--- src/rtl/pktq_irq_ctrl.sv ---
module pktq_irq_ctrl #(
  parameter int PNUM_W = 6,
  parameter int STAT_W = 16,
  parameter int DEPTH  = 32
) (
  input  logic              clk,
  input  logic              rst_n,
  input  logic              auto_rel,
  input  logic              host_txq_push,
  input  logic [PNUM_W-1:0] host_txq_pnum,
  input  logic              host_cq_pop,
  input  logic              host_rxq_pop,
  input  logic              host_mask_we,
  input  logic [3:0]        host_mask_d,
  input  logic [3:0]        host_ack,
  input  logic              host_restart,
  output logic [PNUM_W-1:0] cq_head_pnum,
  output logic [STAT_W-1:0] cq_head_stat,
  output logic [PNUM_W-1:0] rxq_head_pnum,
  output logic [3:0]        int_status,
  output logic              irq,
  output logic              eng_txq_valid,
  output logic [PNUM_W-1:0] eng_txq_pnum,
  input  logic              eng_txq_pop,
  input  logic              eng_done,
  input  logic [PNUM_W-1:0] eng_done_pnum,
  input  logic [STAT_W-1:0] eng_done_stat,
  input  logic              eng_done_ok,
  input  logic              eng_done_fatal,
  input  logic              eng_rx_push,
  input  logic [PNUM_W-1:0] eng_rx_pnum,
  output logic              rel_valid,
  output logic [PNUM_W-1:0] rel_pnum
);

  localparam int PTR_W = $clog2(DEPTH);
  localparam int CNT_W = PTR_W + 1;
  localparam logic [CNT_W-1:0] FULL = CNT_W'(DEPTH);

  // transmit queue
  logic [PNUM_W-1:0] txq_mem [DEPTH];
  logic [PTR_W-1:0]  txq_wp, txq_rp;
  logic [CNT_W-1:0]  txq_cnt;
  logic              halted;
  logic              txq_full, txq_push_ok, txq_pop_ok;

  assign txq_full      = (txq_cnt == FULL);
  assign txq_push_ok   = host_txq_push & ~txq_full;
  assign eng_txq_valid = (txq_cnt != '0) & ~halted;
  assign txq_pop_ok    = eng_txq_pop & eng_txq_valid;
  assign eng_txq_pnum  = (txq_cnt != '0) ? txq_mem[txq_rp] : '0;

  always_ff @(posedge clk) if (txq_push_ok) txq_mem[txq_wp] <= host_txq_pnum;

  always_ff @(posedge clk) begin
    if (!rst_n) begin
      txq_wp <= '0; txq_rp <= '0; txq_cnt <= '0;
    end else begin
      if (txq_push_ok) txq_wp <= txq_wp + 1'b1;
      if (txq_pop_ok)  txq_rp <= txq_rp + 1'b1;
      case ({txq_push_ok, txq_pop_ok})
        2'b10:   txq_cnt <= txq_cnt + 1'b1;
        2'b01:   txq_cnt <= txq_cnt - 1'b1;
        default: txq_cnt <= txq_cnt;
      endcase
    end
  end

  // completion routing
  logic do_release, cq_req;
  assign do_release = eng_done & auto_rel & eng_done_ok & ~eng_done_fatal;
  assign cq_req     = eng_done & ~do_release;

  always_ff @(posedge clk) begin
    if (!rst_n) begin
      rel_valid <= 1'b0; rel_pnum <= '0;
    end else begin
      rel_valid <= do_release;
      if (do_release) rel_pnum <= eng_done_pnum;
    end
  end

  // completion queue
  logic [PNUM_W-1:0] cq_pn_mem [DEPTH];
  logic [STAT_W-1:0] cq_st_mem [DEPTH];
  logic [PTR_W-1:0]  cq_wp, cq_rp;
  logic [CNT_W-1:0]  cq_cnt;
  logic              cq_full, cq_push_ok, cq_pop_ok;

  assign cq_full      = (cq_cnt == FULL);
  assign cq_push_ok   = cq_req & ~cq_full;
  assign cq_pop_ok    = host_cq_pop & (cq_cnt != '0);
  assign cq_head_pnum = (cq_cnt != '0) ? cq_pn_mem[cq_rp] : '0;
  assign cq_head_stat = (cq_cnt != '0) ? cq_st_mem[cq_rp] : '0;

  always_ff @(posedge clk) begin
    if (cq_push_ok) begin
      cq_pn_mem[cq_wp] <= eng_done_pnum;
      cq_st_mem[cq_wp] <= eng_done_stat;
    end
  end

  always_ff @(posedge clk) begin
    if (!rst_n) begin
      cq_wp <= '0; cq_rp <= '0; cq_cnt <= '0;
    end else begin
      if (cq_push_ok) cq_wp <= cq_wp + 1'b1;
      if (cq_pop_ok)  cq_rp <= cq_rp + 1'b1;
      case ({cq_push_ok, cq_pop_ok})
        2'b10:   cq_cnt <= cq_cnt + 1'b1;
        2'b01:   cq_cnt <= cq_cnt - 1'b1;
        default: cq_cnt <= cq_cnt;
      endcase
    end
  end

  // receive queue
  logic [PNUM_W-1:0] rxq_mem [DEPTH];
  logic [PTR_W-1:0]  rxq_wp, rxq_rp;
  logic [CNT_W-1:0]  rxq_cnt;
  logic              rxq_full, rxq_push_ok, rxq_pop_ok;

  assign rxq_full      = (rxq_cnt == FULL);
  assign rxq_push_ok   = eng_rx_push & ~rxq_full;
  assign rxq_pop_ok    = host_rxq_pop & (rxq_cnt != '0);
  assign rxq_head_pnum = (rxq_cnt != '0) ? rxq_mem[rxq_rp] : '0;

  always_ff @(posedge clk) if (rxq_push_ok) rxq_mem[rxq_wp] <= eng_rx_pnum;

  always_ff @(posedge clk) begin
    if (!rst_n) begin
      rxq_wp <= '0; rxq_rp <= '0; rxq_cnt <= '0;
    end else begin
      if (rxq_push_ok) rxq_wp <= rxq_wp + 1'b1;
      if (rxq_pop_ok)  rxq_rp <= rxq_rp + 1'b1;
      case ({rxq_push_ok, rxq_pop_ok})
        2'b10:   rxq_cnt <= rxq_cnt + 1'b1;
        2'b01:   rxq_cnt <= rxq_cnt - 1'b1;
        default: rxq_cnt <= rxq_cnt;
      endcase
    end
  end

  // status, mask, halt
  logic       txe, ovf;
  logic [3:0] mask;
  logic       ovf_set;

  assign ovf_set = (host_txq_push & txq_full) | (cq_req & cq_full) | (eng_rx_push & rxq_full);

  always_ff @(posedge clk) begin
    if (!rst_n) begin
      txe <= 1'b0; ovf <= 1'b0; mask <= '0; halted <= 1'b0;
    end else begin
      if (host_ack[2] | host_txq_push) txe <= 1'b0;
      else if (eng_done & (txq_cnt == '0)) txe <= 1'b1;
      if (ovf_set) ovf <= 1'b1;
      else if (host_ack[3]) ovf <= 1'b0;
      if (host_mask_we) mask <= host_mask_d;
      if (eng_done & eng_done_fatal) halted <= 1'b1;
      else if (host_restart) halted <= 1'b0;
    end
  end

  assign int_status = {ovf, txe, (cq_cnt != '0), (rxq_cnt != '0)};
  assign irq        = |(int_status & mask);

  // assertions
  p_rel_auto_only_r6: assert property (@(posedge clk) disable iff (!rst_n)
    rel_valid |-> $past(eng_done & auto_rel & eng_done_ok & ~eng_done_fatal));

  p_fatal_halts_r7: assert property (@(posedge clk) disable iff (!rst_n)
    (eng_done & eng_done_fatal) |=> !eng_txq_valid);

  p_fatal_queued_r7: assert property (@(posedge clk) disable iff (!rst_n)
    (eng_done & eng_done_fatal & !cq_full & !host_cq_pop) |=> (cq_cnt == $past(cq_cnt) + 1'b1));

  p_txe_clear_r8: assert property (@(posedge clk) disable iff (!rst_n)
    host_txq_push |=> !int_status[2]);

  p_mask_zero_r9: assert property (@(posedge clk) disable iff (!rst_n)
    (host_mask_we & (host_mask_d == 4'd0)) |=> !irq);

  p_rx_status_r3: assert property (@(posedge clk) disable iff (!rst_n)
    (eng_rx_push & !host_rxq_pop) |=> int_status[0]);

  p_pop_empty_r10: assert property (@(posedge clk) disable iff (!rst_n)
    ((rxq_cnt == '0) & host_rxq_pop & !eng_rx_push) |=> (rxq_cnt == '0));

  p_ovf_sticky_r11: assert property (@(posedge clk) disable iff (!rst_n)
    (int_status[3] & !host_ack[3]) |=> int_status[3]);

  p_pop_gate_r2: assert property (@(posedge clk) disable iff (!rst_n)
    (eng_txq_pop & !eng_txq_valid & !host_txq_push) |=> (txq_cnt == $past(txq_cnt)));

endmodule

--- config.mk ---
export PLATFORM = sky130hd
export DESIGN_NAME = pktq_irq_ctrl
export DESIGN_NICKNAME = d
export VERILOG_FILES = /design/src/rtl/pktq_irq_ctrl.sv
export SDC_FILE = /design/constraint.sdc
export NUM_CORES = 1
export LEC_CHECK = 0
export ABC_AREA = 0
export BUFFER_PORTS_ARGS = -buffer_cell sky130_fd_sc_hd__buf_2
export CELL_PAD_IN_SITES_DETAIL_PLACEMENT = 0
export CELL_PAD_IN_SITES_GLOBAL_PLACEMENT = 1
export CORE_MARGIN = 2
export CORE_UTILIZATION = 35
export CTS_CLUSTER_SIZE = 28
export DETAILED_ROUTE_END_ITERATION = 8
export PLACE_DENSITY = 0.52
export SLEW_MARGIN = 30
export SYNTH_ARGS = -nofsm -noshare
export SYNTH_HDL_FRONTEND = slang
export SYNTH_SLANG_ARGS = --single-unit
--- constraint.sdc ---
create_clock -name clk -period 7.05 [get_ports clk]
set_input_delay 1.41 -clock clk [delete_from_list [all_inputs] [get_ports clk]]
set_output_delay 1.41 -clock clk [all_outputs]
set_load 0.01 [all_outputs]
==> flow_summary.toml, run 1 <==
[die]
initial_core_util_pct = 35.22
num_rows = 132
core_area_um2 = 129300
die_area_um2 = 133000
die_w_um = 364.7
io_pins = 102
die_h_um = 364.7

[route]
avgRoutedWirePerCell_um = 25.49
avgViaCountPerCell = 5.120
vias = 21500
dr.first_iter.drc_count = 1826
first_pass_iters = 7
finalWirelength_mm = 107.0
ant_nets = 0
drc_errors = 0

[worst_setup_path]
crit_required_ns = 5.64
r2r_slack_ns = 3.64
critPathMaxFanout = 37
startpoint_type = "flop"
cp.arrival_ns = 3.99
crit_type = "reg2out"
rr_startpoint = "txq_cnt[2]"
endpoint_kind = "output port"

[sta]
timing.final.crit_share_pct = 76.63
slew_headroom_pct = 37.53
clock.fmax_ghz = 0.1851
rsz0062_at_grt = "false"
slew_viol_final = 0
finalSetupViolations = 0
finClkSkew_ns = 0.02541
finalCriticalPeriod_ns = 5.402
hold_violations = 0
worst_pin_slew_ns = 0.9370
fin_setup_tns_ns = 0

[placed_design]
post-dp-hpwl_mm = 64.31
port_buffers = 99
place_congestion = 0.7427

[global_route]
grt_max_degree = 74
grt_overflow_total = 0
first_global_vias = 22640
grtUsageTotal_pct = 16.35
grt_pass1_wl_mm = 156.7
antenna_found_initial = 10

[synthesis]
ys_seq_area_share_pct = 75.12
synthCells = 2190
synth-edff-count = 1088
synth_warnings = 0
ys.flop_type = "edfxtp_1"
syn-mean-instance-area_um2 = 20.80
synth_cell_type_count = 58
yosys_register_bits = 1165
synth-async-reset-ratio_pct = 0
syn-num-nets = 2266
synth_area_um2 = 45540

[layout]
layout-drive-gt1-share_pct = 30.20
syn2layout_area_growth_pct = 16.44
fin_util_pct = 41.01
layout_commonest_cell = "edfxtp_1"
final_nets = 2430
nFillCells = 11300
final_cell_mix = "edfxtp_1 (1,088), mux4_2 (340), nor2_1 (147), clkbuf_16 (132), buf_2 (99)"

[status]
outcome = "finished, final reports clean"

[clock_network]
clock-sinks = 1165
cts_setup_buffers = 0
cts-resized-gates = 0
clkTransAtPathRegs_ns = 0.06
ctsHoldBuffers = 0
cts_tree = "done"
clockBufferDepth = 3
root_buffer = "clkbuf_16"
clk-insertion-delay-late_ns = 0.75
numCtsBuffers = 130
htree_num_levels = 4

[power_and_ir_drop]
pwr-share-seq_pct = 45.0
pwr_density_cell_nw_per_um2 = 333.7
p_comb_share_pct = 18.2
power_uw = 17690
p_leak_uw = 0.01634
internal_power_uw = 13010
clkPwrFrac_pct = 36.8
ir_worst_vdd_v = 0.0002657
switching_share_pct = 26.46
p_sw_uw = 4682

[hold_path]
hold_path.class = "reg2reg"
hp-start = "rel_pnum[4]"

[run]
maxCapViolations = 0
-- state kept, by name, summed over array words and instances, names as in the netlist, named ones only --
| name | flops |
|---|---|
| cq_cnt | 6 |
| cq_pn_mem | 192 |
| cq_rp | 5 |
| cq_st_mem | 512 |
| cq_wp | 5 |
| halted | 1 |
| mask | 4 |
| ovf | 1 |
| rel_pnum | 6 |
| rel_valid | 1 |
| rxq_cnt | 6 |
| rxq_mem | 192 |
| rxq_rp | 5 |
| rxq_wp | 5 |
| txe | 1 |
| txq_cnt | 6 |
| txq_mem | 192 |
| txq_rp | 5 |
| txq_wp | 5 |
-- per-stage QoR --
step	hold slack (ns)	instances	setup WS, ns	cell area (um2)
global route	0.4945	4198	1.371	53030
global placement	0.4534	3935	2.192	48220
finish	0.4638	4199	1.648	53030
floorplan	0.4592	2190	3.168	45540
detailed placement	0.4587	3962	2.295	48890
CTS	0.4672	4194	1.458	52970
-- synthesized netlist by cell type, types with 13 or more instances --
cell | instances | area share (%)
nand3_1 | 37 | 0.41
dfxtp_1 | 77 | 3.4
ha_1 | 21 | 0.58
xor2_1 | 26 | 0.50
nor2_1 | 179 | 1.5
clkbuf_1 | 78 | 0.64
mux4_2 | 340 | 17
inv_1 | 41 | 0.34
buf_1 | 16 | 0.13
xnor2_1 | 13 | 0.25
a22o_1 | 14 | 0.27
buf_2 | 27 | 0.30
edfxtp_1 | 1088 | 72
o21ai_0 | 35 | 0.38
a21oi_1 | 31 | 0.34
nand2_1 | 42 | 0.35
-- power groups by stage --
stage,Combinational [uW],Sequential [uW],Clock [uW]
after floorplan,2310,7900,0
after global placement,3140,8180,0
after detailed placement,3240,8140,0
after CTS,3250,8000,6720
after global routing,3470,7990,6970
final,3220,7960,6520
-- layout make-up --
cell class	count	area [um2]	share of cell area, %
Sequential cell	1165	34240	64.56
Multi-Input combinational cell	859	10910	20.57
Clock buffer	153	3382	6.378
Tap cell	1742	2180	4.110
Timing Repair Buffer	156	1459	2.751
Clock inverter	79	699.4	1.319
Inverter	42	157.7	0.2973
Antenna cell	3	7.507	0.01416
-- worst paths after layout --
kind	endpoint	cells past startpoint
max	cq_head_stat[15]	6
min	rel_pnum[4]	2
max reg2reg	txq_cnt[4]	13
min reg2reg	rel_pnum[4]	2
-- critical path, cell delays in order, from the launching register on --
cell	delay, ns
dfxtp_4	0.86
buf_4	0.63
mux4_2	0.59
mux4_2	0.52
inv_1	0.08
o21ai_0	0.23
buf_2	0.26
-- cells by family after synthesis --
group | share of synthesized area (%)
AO/OA/AOI/OAI | 1.665
AND/OR/NAND/NOR | 3.354
adder cells (fa/ha/maj) | 0.5769
multiplexers | 17.06
XOR/XNOR | 0.7500
buffers and inverters | 1.475
flip-flops | 75.12
-- layer usage --
layer  up-vias  GRT usage (%)  part of all wire, %
met2       465          26.74                   50
met1     11550          21.90                   43
met5         -              0                0.026
li1       9340              -                    -
met4         6          4.562                  1.9
met3       135          3.780                  5.2
No activity file was read; power rests on OpenSTA's default activity.
==> inputs of run 2 (changes only) <==
==> constraint.sdc (replaced) <==
create_clock -name clk -period 5.25 [get_ports clk]
set_input_delay 1.05 -clock clk [delete_from_list [all_inputs] [get_ports clk]]
set_output_delay 1.05 -clock clk [all_outputs]
set_load 0.01 [all_outputs]
==> flow_summary.toml, run 2 (same netlist as run 1, synthesis figures left out) <==
[die]
die_h_um = 364.7
initial_core_util_pct = 35.22
die_w_um = 364.7
num_rows = 132
io_pins = 102
core_area_um2 = 129300
die_area_um2 = 133000

[global_route]
grt_overflow_total = 0
grt_max_degree = 77
first_global_vias = 22520
antenna_found_initial = 10
grt_pass1_wl_mm = 155.8
grtUsageTotal_pct = 16.19

[worst_setup_path]
startpoint_type = "flop"
cp.arrival_ns = 3.69
endpoint_kind = "output port"
slowest_stage = "nand2b_1"
rr_endpoint = "cq_st_mem[12][0]"
critPathMaxStageDelay_ns = 0.73
path_buf_inv = 2
reg2reg_depth = 6
worstSetupPathDepth = 7
rr_startpoint = "cq_cnt[2]"
crit_path_cell_trace = "or3_1 > nor3_1 > nand2b_2 > nand2b_1 > buf_4 > o21ai_0 > buf_2"
r2r_slack_ns = 1.81
crit_required_ns = 4.20
critPathMaxFanout = 13
crit_type = "reg2out"
cpLargestDelayFamily = "simple AND/OR/NAND/NOR gates"

[layout]
nFillCells = 11380
ff_latch_area_um2 = 34240
final_nets = 2421
layout-drive-gt1-share_pct = 30.49
syn2layout_area_growth_pct = 15.47
multiInputGateArea_um2 = 10900
top_register = "cq_st_mem"
layout_commonest_cell = "edfxtp_1"
largest_reg_flops = 512
stdcell_count = 4197
final_cell_mix = "edfxtp_1 (1,088), mux4_2 (340), nor2_1 (147), clkbuf_16 (124), buf_2 (99)"

[sta]
timing.final.crit_share_pct = 90.31
rsz0062_at_grt = "false"
slew_headroom_pct = 34.40
finalSetupViolations = 0
worst_pin_slew_ns = 0.9765
finalCriticalPeriod_ns = 4.741
finClkSkew_ns = 0.03026
hold_violations = 0
slew_viol_final = 0
fin_setup_tns_ns = 0
clock.fmax_ghz = 0.2109

[placed_design]
post-dp-hpwl_mm = 63.78
dp_cells = 3964
place_congestion = 0.7327
port_buffers = 99

[clock_network]
clockBufferDepth = 3
cts-resized-gates = 0
cts_tree = "done"
root_buffer = "clkbuf_16"
cts_setup_buffers = 0
numCtsBuffers = 121
clkTransAtPathRegs_ns = 0.06
htree_num_levels = 3
clk-insertion-delay-late_ns = 0.72
clock-sinks = 1165
ctsHoldBuffers = 0

[hold_path]
min_path_cells = 2
holdPathEnd = "rel_pnum[2]"
hp-start = "rel_pnum[2]"
hold_path.class = "reg2reg"

[route]
finalWirelength_mm = 106.9
avgRoutedWirePerCell_um = 25.47
avgViaCountPerCell = 5.136
vias = 21560
dr.first_iter.drc_count = 1823
drc_errors = 0
ant_nets = 0
first_pass_iters = 5

[power_and_ir_drop]
ir_worst_vdd_v = 0.0002736
p_leak_uw = 0.01619
pwr_density_cell_nw_per_um2 = 449.5

[status]
outcome = "finished, final reports clean"

[run]
maxCapViolations = 0
## run 2: changes by cell type in the layout (fill, tap and decap cells not counted), moves of 7 or more
cell and change:
buf_4 +22, buf_16 -21, clkinv_2 +13, clkbuf_1 -11, inv_6 -11, clkbuf_16 -8
clkinvlp_4 +7
## run 2: worst max path at each step
stage,from,slack [ns],end
finish,cq_cnt[1],0.51,cq_head_pnum[3]
global route,cq_cnt[1],0.32,cq_head_pnum[3]
CTS,cq_cnt[1],0.46,cq_head_pnum[3]
detailed placement,auto_rel,0.83,cq_st_mem[12][0]
global placement,auto_rel,0.94,cq_st_mem[12][4]
floorplan,auto_rel,1.73,cq_cnt[4]
## run 2: where the power goes
group	switching [uW]	internal, uW	leakage (uW)
registers	341	10400	0.0104
clock network	3640	5020	0.00198
logic	2270	2010	0.00378
## run 2: layout make-up
class | count | share of cell area (%)
tap | 1742 | 4.145
antenna | 2 | 0.009517
clock buffer | 136 | 6.024
inverter | 42 | 0.2998
timing repair buffer | 156 | 2.008
multi-input combinational | 859 | 20.73
sequential | 1165 | 65.10
clock inverter | 95 | 1.682
## run 2: metal layers
metal	wire, um	GRT usage, %	share of wire (%)	vias up
met2	50420	25.33	47	517
li1	-	-	-	9316
met5	21	0	0.020	-
met4	2144	4.594	2.0	4
met1	48480	23.30	45	11580
met3	5857	2.812	5.5	138
## run 2: metrics by stage
| stage | cell area (um2) | worst slack, ns | hold WS [ns] | utilization (%) | power, uW |
|---|---|---|---|---|---|
| finish | 52590 | 0.5089 | 0.4601 | 40.67 | 23640 |
| global route | 52580 | 0.3184 | 0.4617 | 40.66 | 24610 |
| CTS | 52580 | 0.4635 | 0.4280 | 40.66 | 23970 |
| detailed placement | 48530 | 0.8341 | 0.4539 | 37.53 | 15290 |
| global placement | 48480 | 0.9383 | 0.4576 | 37.49 | 15210 |
| floorplan | 45540 | 1.728 | 0.4592 | - | 13720 |
## run 2: tightest hold or removal path, cell delays in order, from the launching register on
cell and delay, ns:
dfxtp_1 0.31, nand2_1 0.05, a21oi_1 0.05
==> inputs of run 3 (changes only) <==
--- a/config.mk
+++ b/config.mk
@@ -10,10 +10,10 @@
 export CELL_PAD_IN_SITES_DETAIL_PLACEMENT = 0
 export CELL_PAD_IN_SITES_GLOBAL_PLACEMENT = 1
 export CORE_MARGIN = 2
-export CORE_UTILIZATION = 35
+export CORE_UTILIZATION = 55
 export CTS_CLUSTER_SIZE = 28
 export DETAILED_ROUTE_END_ITERATION = 8
-export PLACE_DENSITY = 0.52
+export PLACE_DENSITY = 0.88
 export SLEW_MARGIN = 30
 export SYNTH_ARGS = -nofsm -noshare
 export SYNTH_HDL_FRONTEND = slang
==> flow_summary.toml, run 3 (same netlist as run 1, synthesis figures left out) <==
[clock_network]
cts-resized-gates = 0
htree_num_levels = 3
cts_setup_buffers = 0
cts_tree = "done"
ctsHoldBuffers = 0
clockBufferDepth = 3
clkTransAtPathRegs_ns = 0.06
clock-sinks = 1165
numCtsBuffers = 110
root_buffer = "clkbuf_16"
clk-insertion-delay-late_ns = 0.67

[sta]
clock.fmax_ghz = 0.2129
hold_ws_ns = 0.4835
slew_viol_final = 0
worst_pin_slew_ns = 1.022
hold_violations = 0
timing.final.crit_share_pct = 89.49
finalSetupViolations = 0
finalCriticalPeriod_ns = 4.698
finClkSkew_ns = 0.02834
rsz0062_at_grt = "false"
fin_setup_tns_ns = 0
slew_headroom_pct = 31.87

[worst_setup_path]
critPathMaxFanout = 25
endpoint_kind = "output port"
startpoint_type = "flop"
rr_endpoint = "cq_cnt[4]"
cp.arrival_ns = 3.65
crit_type = "reg2out"
reg2reg_depth = 12
r2r_slack_ns = 1.92
rr_startpoint = "cq_cnt[1]"
crit_required_ns = 4.20

[placed_design]
post-dp-hpwl_mm = 55.73
placed_cell_area_um2 = 47430
place_congestion = 0.8133
port_buffers = 99

[global_route]
grt_max_degree = 59
grtUsageTotal_pct = 23.78
grt_overflow_total = 0
first_global_vias = 23130
antenna_found_initial = 4
grt_pass1_wl_mm = 149.6

[route]
dr.first_iter.drc_count = 2775
avgRoutedWirePerCell_um = 28.61
dr_wl_met2_mm = 50.47
top_layer = "met5"
vias = 22420
drc_errors = 0
avgViaCountPerCell = 6.417
ant_nets = 0
drt-met1-wl_mm = 37.56
met3_length_mm = 9.001
first_pass_iters = 6
finalWirelength_mm = 99.95

[status]
outcome = "finished, final reports clean"

[layout]
layout_commonest_cell = "edfxtp_1"
largest_reg_flops = 512
final_area_um2 = 50980
top_register = "cq_st_mem"
fin_util_pct = 62.18
syn2layout_area_growth_pct = 11.93
final_cell_mix = "edfxtp_1 (1,088), mux4_2 (340), nor2_1 (147), clkbuf_16 (113), buf_2 (99)"
final_nets = 2404
layout-drive-gt1-share_pct = 28.83

[hold_path]
holdPathEnd = "rel_pnum[0]"
hold_path.class = "reg2reg"
hp-start = "rel_pnum[0]"
min_path_cells = 2

[die]
num_rows = 105
io_pins = 102
die_w_um = 291.8
initial_core_util_pct = 55.55
die_area_um2 = 85120
die_h_um = 291.8
core_area_um2 = 81980

[run]
maxCapViolations = 0

[power_and_ir_drop]
power_uw = 22620
ir_worst_vdd_v = 0.0002726
pwr_density_cell_nw_per_um2 = 443.7
p_leak_uw = 0.01587
-- run 3: cell count changes in the layout (fill, tap and decap cells not counted), sizes merged --
cell / previous run / this run
clkinv: 70 / 42
clkbuf: 136 / 146
clkinvlp: 11 / 4
buf: 156 / 150
bufinv: 14 / 9
inv: 42 / 46
diode: 2 / 3
-- run 3: cell type report --
cell class | count | area (um2)
Timing Repair Buffer | 150 | 978.4
Fill cell | 5358 | 31000
Sequential cell | 1165 | 34240
Multi-Input combinational cell | 859 | 10740
Inverter | 42 | 157.7
Tap cell | 1070 | 1339
Clock buffer | 146 | 2972
Antenna cell | 3 | 7.507
Clock inverter | 59 | 541.8
-- run 3: worst max path at each step --
stage | endpoint | slack, ns | from | depth (start not counted)
final | cq_head_pnum[1] | 0.55 | cq_cnt[1] | 7
after global routing | cq_head_pnum[1] | 0.34 | cq_cnt[1] | 7
after CTS | cq_head_pnum[1] | 0.53 | cq_cnt[1] | 7
after detailed placement | cq_pn_mem[11][2] | 1.21 | auto_rel | 7
after global placement | cq_cnt[5] | 1.30 | auto_rel | 12
after floorplan | cq_cnt[4] | 1.73 | auto_rel | 14
-- run 3: per-stage QoR --
stage | cells | setup slack (ns)
2_1_floorplan | 2190 | 1.728
3_3_place_gp | 3285 | 1.296
3_5_place_dp | 3285 | 1.210
4_1_cts | 3490 | 0.5259
5_1_grt | 3493 | 0.3390
6_report | 3494 | 0.5519
-- run 3: per-layer routing --
metal | up-vias | global-route usage [%]
met2 | 1241 | 39.47
met3 | 187 | 4.019
met1 | 11730 | 32.40
met4 | 2 | 8.197
met5 | - | 0
li1 | 9264 | -
-- run 3: worst max-delay path: stages (launching register included) --
cell,delay (ns)
dfxtp_1,0.41
or3_1,0.40
nor3_1,0.36
nand2b_1,0.09
buf_4,0.24
nand2b_1,0.66
o21ai_0,0.53
buf_2,0.28
-- run 3: where the power goes --
group | internal (uW) | switching (uW)
registers | 10400 | 344
clock network | 4420 | 3330
logic | 2000 | 2180
